--- src/rtl/cdt_pkg.sv ---
package cdt_pkg;

    localparam int CTRL_W   = 5;
    localparam int RUN_BIT  = 0;
    localparam int IEN_BIT  = 1;
    localparam int CLR_BIT  = 4;

    typedef struct packed {
        logic run;
        logic ien;
    } ctrl_t;

    typedef struct packed {
        logic  ctrl_wr;
        logic  value_wr;
        logic  clr_req;
        ctrl_t ctrl_new;
    } bus_cmd_t;

    function automatic ctrl_t ctrl_from_word(input logic [CTRL_W-1:0] w);
        ctrl_t c;
        c.run = w[RUN_BIT];
        c.ien = w[IEN_BIT];
        return c;
    endfunction

    function automatic logic [CTRL_W-1:0] ctrl_to_word(input ctrl_t c);
        logic [CTRL_W-1:0] w;
        w          = '0;
        w[RUN_BIT] = c.run;
        w[IEN_BIT] = c.ien;
        return w;
    endfunction

endpackage

--- src/rtl/cdt_bus_decode.sv ---
module cdt_bus_decode
    import cdt_pkg::*;
#(
    parameter int                ADDR_W    = 8,
    parameter int                DATA_W    = 32,
    parameter int                CNT_W     = 32,
    parameter logic [ADDR_W-1:0] CTRL_OFS  = 8'h40,
    parameter logic [ADDR_W-1:0] VALUE_OFS = 8'h44
) (
    input  logic              sel,
    input  logic              wr,
    input  logic [ADDR_W-1:0] addr,
    input  logic [CTRL_W-1:0] wdata_lo,
    input  ctrl_t             ctrl_q,
    input  logic [CNT_W-1:0]  count_q,
    output bus_cmd_t          cmd,
    output logic [DATA_W-1:0] rdata
);

    logic hit_ctrl;
    logic hit_value;

    assign hit_ctrl  = (addr == CTRL_OFS);
    assign hit_value = (addr == VALUE_OFS);

    always_comb begin
        cmd.ctrl_wr  = sel && wr && hit_ctrl;
        cmd.value_wr = sel && wr && hit_value;
        cmd.clr_req  = wdata_lo[CLR_BIT];
        cmd.ctrl_new = ctrl_from_word(wdata_lo);
    end

    always_comb begin
        rdata = '0;
        if (hit_ctrl) begin
            rdata = DATA_W'(ctrl_to_word(ctrl_q));
        end else if (hit_value) begin
            rdata = DATA_W'(count_q);
        end
    end

endmodule

--- src/rtl/cdt_ctrl_reg.sv ---
module cdt_ctrl_reg
    import cdt_pkg::*;
(
    input  logic     clk,
    input  logic     rst,
    input  bus_cmd_t cmd,
    output ctrl_t    ctrl_q,
    output logic     clr_ok
);

    always_ff @(posedge clk) begin
        if (rst) begin
            ctrl_q <= '0;
        end else if (cmd.ctrl_wr) begin
            ctrl_q <= cmd.ctrl_new;
        end
    end

    // the clear request is honoured only with the run bit in the same word
    assign clr_ok = cmd.ctrl_wr && cmd.clr_req && cmd.ctrl_new.run;

endmodule

--- src/rtl/cdt_down_counter.sv ---
module cdt_down_counter #(
    parameter int CNT_W = 32
) (
    input  logic             clk,
    input  logic             rst,
    input  logic             run,
    input  logic             load,
    input  logic [CNT_W-1:0] load_val,
    input  logic             tick,
    input  logic             clr,
    output logic [CNT_W-1:0] count_q,
    output logic             running_q,
    output logic             pending_q
);

    localparam logic [CNT_W-1:0] ONE = CNT_W'(1);

    logic step;
    logic expire;

    assign step   = !load && run && running_q && tick;
    assign expire = step && (count_q <= ONE);

    always_ff @(posedge clk) begin
        if (rst) begin
            count_q   <= '0;
            running_q <= 1'b0;
        end else if (load) begin
            count_q   <= load_val;
            running_q <= 1'b1;
        end else if (expire) begin
            count_q   <= '0;
            running_q <= 1'b0;
        end else if (step) begin
            count_q   <= count_q - ONE;
        end
    end

    // expiry wins over a clear landing on the same edge
    always_ff @(posedge clk) begin
        if (rst) begin
            pending_q <= 1'b0;
        end else if (expire) begin
            pending_q <= 1'b1;
        end else if (clr) begin
            pending_q <= 1'b0;
        end
    end

endmodule

--- src/rtl/cdt_timer.sv ---
module cdt_timer
    import cdt_pkg::*;
#(
    parameter int                ADDR_W    = 8,
    parameter int                DATA_W    = 32,
    parameter int                CNT_W     = 32,
    parameter logic [ADDR_W-1:0] CTRL_OFS  = 8'h40,
    parameter logic [ADDR_W-1:0] VALUE_OFS = 8'h44
) (
    input  logic              clk,
    input  logic              rst,
    input  logic              bus_sel,
    input  logic              bus_wr,
    input  logic [ADDR_W-1:0] bus_addr,
    input  logic [DATA_W-1:0] bus_wdata,
    output logic [DATA_W-1:0] bus_rdata,
    input  logic              tick_en,
    output logic              irq_o
);

    bus_cmd_t         cmd;
    ctrl_t            ctrl_q;
    logic             clr_ok;
    logic             load_ok;
    logic [CNT_W-1:0] count_q;
    logic             running_q;
    logic             pending_q;

    cdt_bus_decode #(
        .ADDR_W   (ADDR_W),
        .DATA_W   (DATA_W),
        .CNT_W    (CNT_W),
        .CTRL_OFS (CTRL_OFS),
        .VALUE_OFS(VALUE_OFS)
    ) u_dec (
        .sel     (bus_sel),
        .wr      (bus_wr),
        .addr    (bus_addr),
        .wdata_lo(bus_wdata[CTRL_W-1:0]),
        .ctrl_q  (ctrl_q),
        .count_q (count_q),
        .cmd     (cmd),
        .rdata   (bus_rdata)
    );

    cdt_ctrl_reg u_ctrl (
        .clk   (clk),
        .rst   (rst),
        .cmd   (cmd),
        .ctrl_q(ctrl_q),
        .clr_ok(clr_ok)
    );

    // a new count is accepted only with the stored run bit set
    assign load_ok = cmd.value_wr && ctrl_q.run;

    cdt_down_counter #(
        .CNT_W(CNT_W)
    ) u_cnt (
        .clk      (clk),
        .rst      (rst),
        .run      (ctrl_q.run),
        .load     (load_ok),
        .load_val (bus_wdata[CNT_W-1:0]),
        .tick     (tick_en),
        .clr      (clr_ok),
        .count_q  (count_q),
        .running_q(running_q),
        .pending_q(pending_q)
    );

    assign irq_o = pending_q && ctrl_q.ien;

endmodule

--- config.mk ---
export PLATFORM = sky130hd
export DESIGN_NAME = cdt_timer
export DESIGN_NICKNAME = d
export VERILOG_FILES = /design/src/rtl/cdt_pkg.sv /design/src/rtl/cdt_bus_decode.sv /design/src/rtl/cdt_ctrl_reg.sv /design/src/rtl/cdt_down_counter.sv /design/src/rtl/cdt_timer.sv
export SDC_FILE = /design/constraint.sdc
export NUM_CORES = 1
export LEC_CHECK = 0
export ABC_CLOCK_PERIOD_IN_PS = 2270
export CAP_MARGIN = 20
export CORE_MARGIN = 5
export CORE_UTILIZATION = 45
export CTS_CLUSTER_SIZE = 14
export DETAILED_ROUTE_END_ITERATION = 7
export DONT_BUFFER_PORTS = 1
export MAX_ROUTING_LAYER = met4
export PLACE_DENSITY = 0.72
export SYNTH_ARGS = -nofsm -noshare
export SYNTH_HDL_FRONTEND = slang
export SYNTH_HIERARCHICAL = 1
export SYNTH_SLANG_ARGS = --single-unit
--- constraint.sdc ---
create_clock -name clk -period 2.27 [get_ports clk]
set_input_delay 0 -clock clk [delete_from_list [all_inputs] [get_ports clk]]
set_output_delay 0 -clock clk [all_outputs]
set_load 0.1 [all_outputs]
# Yosys cells after proc, flatten, opt, wreduce, memory -nomap -nowiden

Cells that the tools add are included.

Register bits after elaboration: 36
Output and inout bits: 33

Add/subtract/negate cells: 1
$lt $le $gt $ge: 1
Equality and inequality tests: 2
Muxes and demuxes: 9
Reductions and logical operators: 15

Operators by type and width:

| kind                                                  | count |
|---|---|
| two-way mux 32 bit                                    | 5 |
| <= comparator 32 x 1 -> 1 bit (second input constant) | 1 |
| subtractor 32 x 1 -> 32 bit (second input constant)   | 1 |
| == test 8 x 7 -> 1 bit (second input constant)        | 2 |
| logical AND 1 bit                                     | 11 |
| two-way mux 1 bit                                     | 4 |
| nonzero test 2 bit                                    | 2 |
| nonzero test 3 bit                                    | 1 |
| zero test 1 bit                                       | 1 |

# Logic depth before layout (Yosys ltp)

Depth in word-level cells: 10
Mapped depth: 11
Depth with buffers taken out: 8

# Cells and area by module

The synthesis kept the hierarchy.

By module, submodules not included:

| module           | instances | cells each | area each (um^2) | seq. area each (um^2) |
|---|---|---|---|---|
| cdt_down_counter | 1         | 268        | 2,132.0          | 680.7 |
| cdt_bus_decode   | 1         | 81         | 590.6            | 0.0 |
| cdt_ctrl_reg     | 1         | 7          | 75.1             | 40.0 |
| cdt_timer        | 1         | 2          | 12.5             | 0.0 |

# Worst setup path after synthesis

No wires, ideal clock.

Path type: input to output
Start point: input port bus_addr[5]
End point: output port bus_rdata[0]
Data arrival time: 2,753 ps
Data required time: 2,270 ps
Setup slack: -483 ps
Cell stages on the path: 3
Buffers on the path: 1
Cell sequence: or4b_1 > buf_6 > nor3_1

Word-level cells in the longest chain between the ends: 3
Elaborated cells on any way between the ends: 4
Classes of those cells: 2 x eq/ne; 2 x mux

Ends and longest elaborated chain:

| element                | line                 | text |
|---|---|---|
| start, declared        | cdt_timer.sv:14      | `input logic [ADDR_W-1:0] bus_addr,` |
| == test 8 x 7 -> 1 bit | cdt_bus_decode.sv:24 | `assign hit_value = (addr == VALUE_OFS);` |
| two-way mux 32 bit     | cdt_bus_decode.sv:37 | `end else if (hit_value) begin` |
| two-way mux 32 bit (*) | cdt_bus_decode.sv:35 | `if (hit_ctrl) begin` |
| end, declared          | cdt_timer.sv:16      | `output logic [DATA_W-1:0] bus_rdata,` |

Every way passes the cells marked *; elsewhere a longest branch is shown, timed or not.

# Worst setup path after layout

Start point: register u_cnt.count_q[11]
End point: register u_cnt.count_q[25]

Word-level cells in the longest chain between the ends: 4
Elaborated cells on any way between the ends: 7
Classes of those cells: 1 x add/sub; 1 x order compare; 3 x mux; 2 x reduce/logical

Ends and longest elaborated chain:

| element                                                                      | line                                           | text |
|---|---|---|
| start, declared                                                              | cdt_down_counter.sv:11                         | `output logic [CNT_W-1:0] count_q,` |
| start signal, assigned                                                       | cdt_down_counter.sv:29                         | `count_q <= load_val;` |
| start signal, assigned                                                       | cdt_down_counter.sv:35                         | `count_q <= count_q - ONE;` |
| subtractor 32 x 1 -> 32 bit or <= comparator 32 x 1 -> 1 bit (tied branches) | cdt_down_counter.sv:35, cdt_down_counter.sv:22 |  |
| two-way mux 32 bit or logical AND 1 bit (tied branches)                      | cdt_down_counter.sv:34, cdt_down_counter.sv:22 |  |
| two-way mux 32 bit                                                           | cdt_down_counter.sv:31                         | `end else if (expire) begin` |
| two-way mux 32 bit                                                           | cdt_down_counter.sv:28                         | `end else if (load) begin` |

Parallel ways exist; a longest one is shown, timed or not. The select of a mux whose other input is x is not followed.
A chain may end at the register's enable or synchronous reset.

==> metrics.cfg <==
[outcome]
status=complete, no violations

[setup_path]
cp-end-kind=flip-flop
crit_fanout=8
start_kind=flip-flop
rrSetupSlack_ps=110
reg2reg_to=u_cnt/count_q[25]
cp.required_ps=2450
r2r_start=u_cnt/count_q[11]
rr_worst_depth=5
path_class=reg2reg
crit_arrival_ps=2340

[logic_synthesis]
syn-num-nets=405
yosysWarnings=6
ys_top_cells_by_count=inv_1 (41), dfxtp_1 (36), nand2_1 (36)
ys_ff_latch=36
synth_async_sr_flop_share_pct=0
netlist.area_leader.share_pct=25.65
syn_area_mm2=0.002810
syn-instance-count=358
synth_ff_type=dfxtp_1
synth_area_leaders=dfxtp_1 (26%), nor3_2 (12%), inv_1 (5.5%), nand2_1 (4.8%), nor3_1 (3.2%)
yosysUniqueCellTypes=53
ys_seq_area_share_pct=25.65
postSynthAreaPerCell_um2=7.850
synth_top_area_cell=dfxtp_1
yosysMostFrequentCell=inv_1
synth_edf_count=0

[detailed_routing]
wl_met3_um=754
post_drt_wl_per_cell_um=16.56
routed.top_layer=met4
vias=2998
wl_met2_um=4319
met1_length_um=3441
ant_nets=0
viasPerCell=5.765
drtIter0Drc=265
wirelength_um=8611
drt-pass1-iter-count=4
drc_errors=0

[min_path]
hp-class=in2reg
holdCritStartpoint=rst
timing.hold.worst_path_depth=3
whs_endpoint=u_cnt/count_q[25]

[timing]
period_minus_slack_ps=2164
final_max_slew_viol_count=0
worst_slack_ps=105.8
fin_tns_setup_ps=0
rsz0062_at_grt=no
max_slew_margin_pct=38.03
setup_viol=0
hold_slack_ps=7.710
worst_pin_slew_ps=926.6
min_period_over_period_pct=95.34
clock_skew_ps=8.664
max_freq_ghz=0.4621
hold_viol=0

[layout]
drive_gt1_share_pct=30.11
syn_to_final_growth_pct=41.05
n_antenna_cell=0
nNetsFinal=491

[clocking]
cts_root_buffer=clkbuf_8
cts_tree=done
h-tree-depth=2
clk_path_buf_depth=2
cts_setup_buffers=0
cts_sinks=36
cts_buffers=5
clk_latency_ps=300
clk_pin_slew_ps=70

[flow_run]
maxCapViolCount=0

[grt]
grt_max_degree=34
grt_pass1_vias=3045
track_usage_pct=23.35
grt_pass1_wl_um=14240
grt-ovfl-total=0
antenna_found_initial=0

[floorplanning]
die-area_mm2=0.007925
ioPinCount=78
core_mm2=0.005991
initial_utilization_pct=46.91
num_rows=28
die_w_um=89.03
die_h_um=89.03

[place]
post-dp-hpwl_um=6487
place_ws_ps=-35.42
io_buffers=0
gp_congestion=0.9723

[power]
power.density_mw_per_mm2=305.8
power_uw=1212
irDropWorstVdd_mv=0.2048
p_leak_uw=0.001816

routing by layer:
metal / track usage [%] / vias to the layer above
met5: - / -
met4: 7.172 / 0
met3: 4.793 / 10
met2: 40.76 / 132
met1: 26.90 / 1405
li1: - / 1451
layout by cell type (no fill, tap or decap), types with 2 or more instances in the layout:
cell type | synthesis | routed
buf_4 | 4 | 71
inv_1 | 41 | 41
nand2_1 | 36 | 36
dfxtp_1 | 36 | 36
dlygate4sd3_1 | 0 | 31
nor3_4 | 0 | 30
a21oi_1 | 17 | 17
nor3_1 | 18 | 16
nand3_1 | 15 | 15
nor2_1 | 15 | 14
or3_1 | 10 | 10
xor2_1 | 10 | 10
o21ai_1 | 9 | 9
xnor2_1 | 8 | 8
nor4_1 | 7 | 7
nand4_1 | 7 | 7
clkbuf_8 | 0 | 6
or4_1 | 5 | 5
nor3_2 | 33 | 5
nor4_4 | 4 | 4
a221oi_1 | 4 | 4
a31oi_1 | 5 | 4
mux2i_1 | 4 | 4
or4_4 | 3 | 3
o211ai_1 | 3 | 3
a22oi_1 | 3 | 3
o21ai_0 | 3 | 3
and2_1 | 2 | 2
clkinv_2 | 0 | 2
and4_1 | 2 | 2
and3_1 | 2 | 2
a311o_1 | 2 | 2
a41oi_1 | 2 | 2
o21a_1 | 2 | 2
o21ai_2 | 2 | 2
nand2b_1 | 2 | 2
ha_1 | 2 | 2
or4b_4 | 0 | 2
clkbuf_16 | 0 | 2
flip-flops by register name (all words and copies together) (netlist names):
register and cells:
u_cnt/running_q 1, u_cnt/pending_q 1, u_cnt/count_q 32, u_ctrl/ctrl_q 2
worst max path at each step:
stage / depth (start not counted) / endpoint / slack [ps] / start
after floorplan: 3 / bus_rdata[0] / -470 / bus_addr[5]
after global placement: 8 / u_cnt/count_q[4] / 70 / bus_addr[5]
after detailed placement: 10 / u_cnt/count_q[22] / -40 / bus_addr[5]
after CTS: 6 / u_cnt/count_q[25] / 120 / u_cnt/count_q[24]
after global routing: 6 / u_cnt/count_q[25] / 9 / u_cnt/count_q[26]
final: 5 / u_cnt/count_q[25] / 110 / u_cnt/count_q[11]
report_power, final:
part / internal [µW] / leakage, µW / switching, µW
Sequential: 631 / 0.000290 / 0.0152
Combinational: 47.3 / 0.00148 / 50.2
Clock: 242 / 0.0000510 / 241
critical path: stages, from the launching register on:
cell and delay, ps:
dfxtp_1 320, or4_4 540, or4_4 560, or3_1 370
a21oi_1 160, o21ai_1 90
logic make-up (layout without fill, tap and decap cells):
logic type,after synthesis,count (layout),share of synthesized area (%)
DFF,36,36,25.65
adders and majority gates,2,2,0.8903
xor gates and xnor gates,18,18,5.610
buffers and inverters,67,154,11.80
muxes,4,4,1.425
and+or+nand+nor,170,170,40.38
AOI/OAI and AO/OA,61,61,14.25
final cells by class:
cell class	count	area [µm²]
inverters	41	153.9
clock inverters	2	10.01
multi-input cells	255	1989
fillers	493	2027
clock buffers	6	82.58
repair buffers	105	913.4
well taps	75	93.84
flip-flops and latches	36	720.7
through the flow:
step / cell area, µm² / util, % / std cells
global placement: 3550 / 59.25 / 481
CTS: 3953 / 65.98 / 520
detailed placement: 3550 / 59.25 / 481
finish: 3964 / 66.17 / 520
floorplan: 2839 / - / 358
global route: 3964 / 66.17 / 520
repair_timing:
item	CTS	global route
resized for setup	0	2
setup endpoints to repair	0	2
hold buffers	31	0
hold endpoints to repair	36	0
Note: power is estimated with default switching activity, not from simulation.
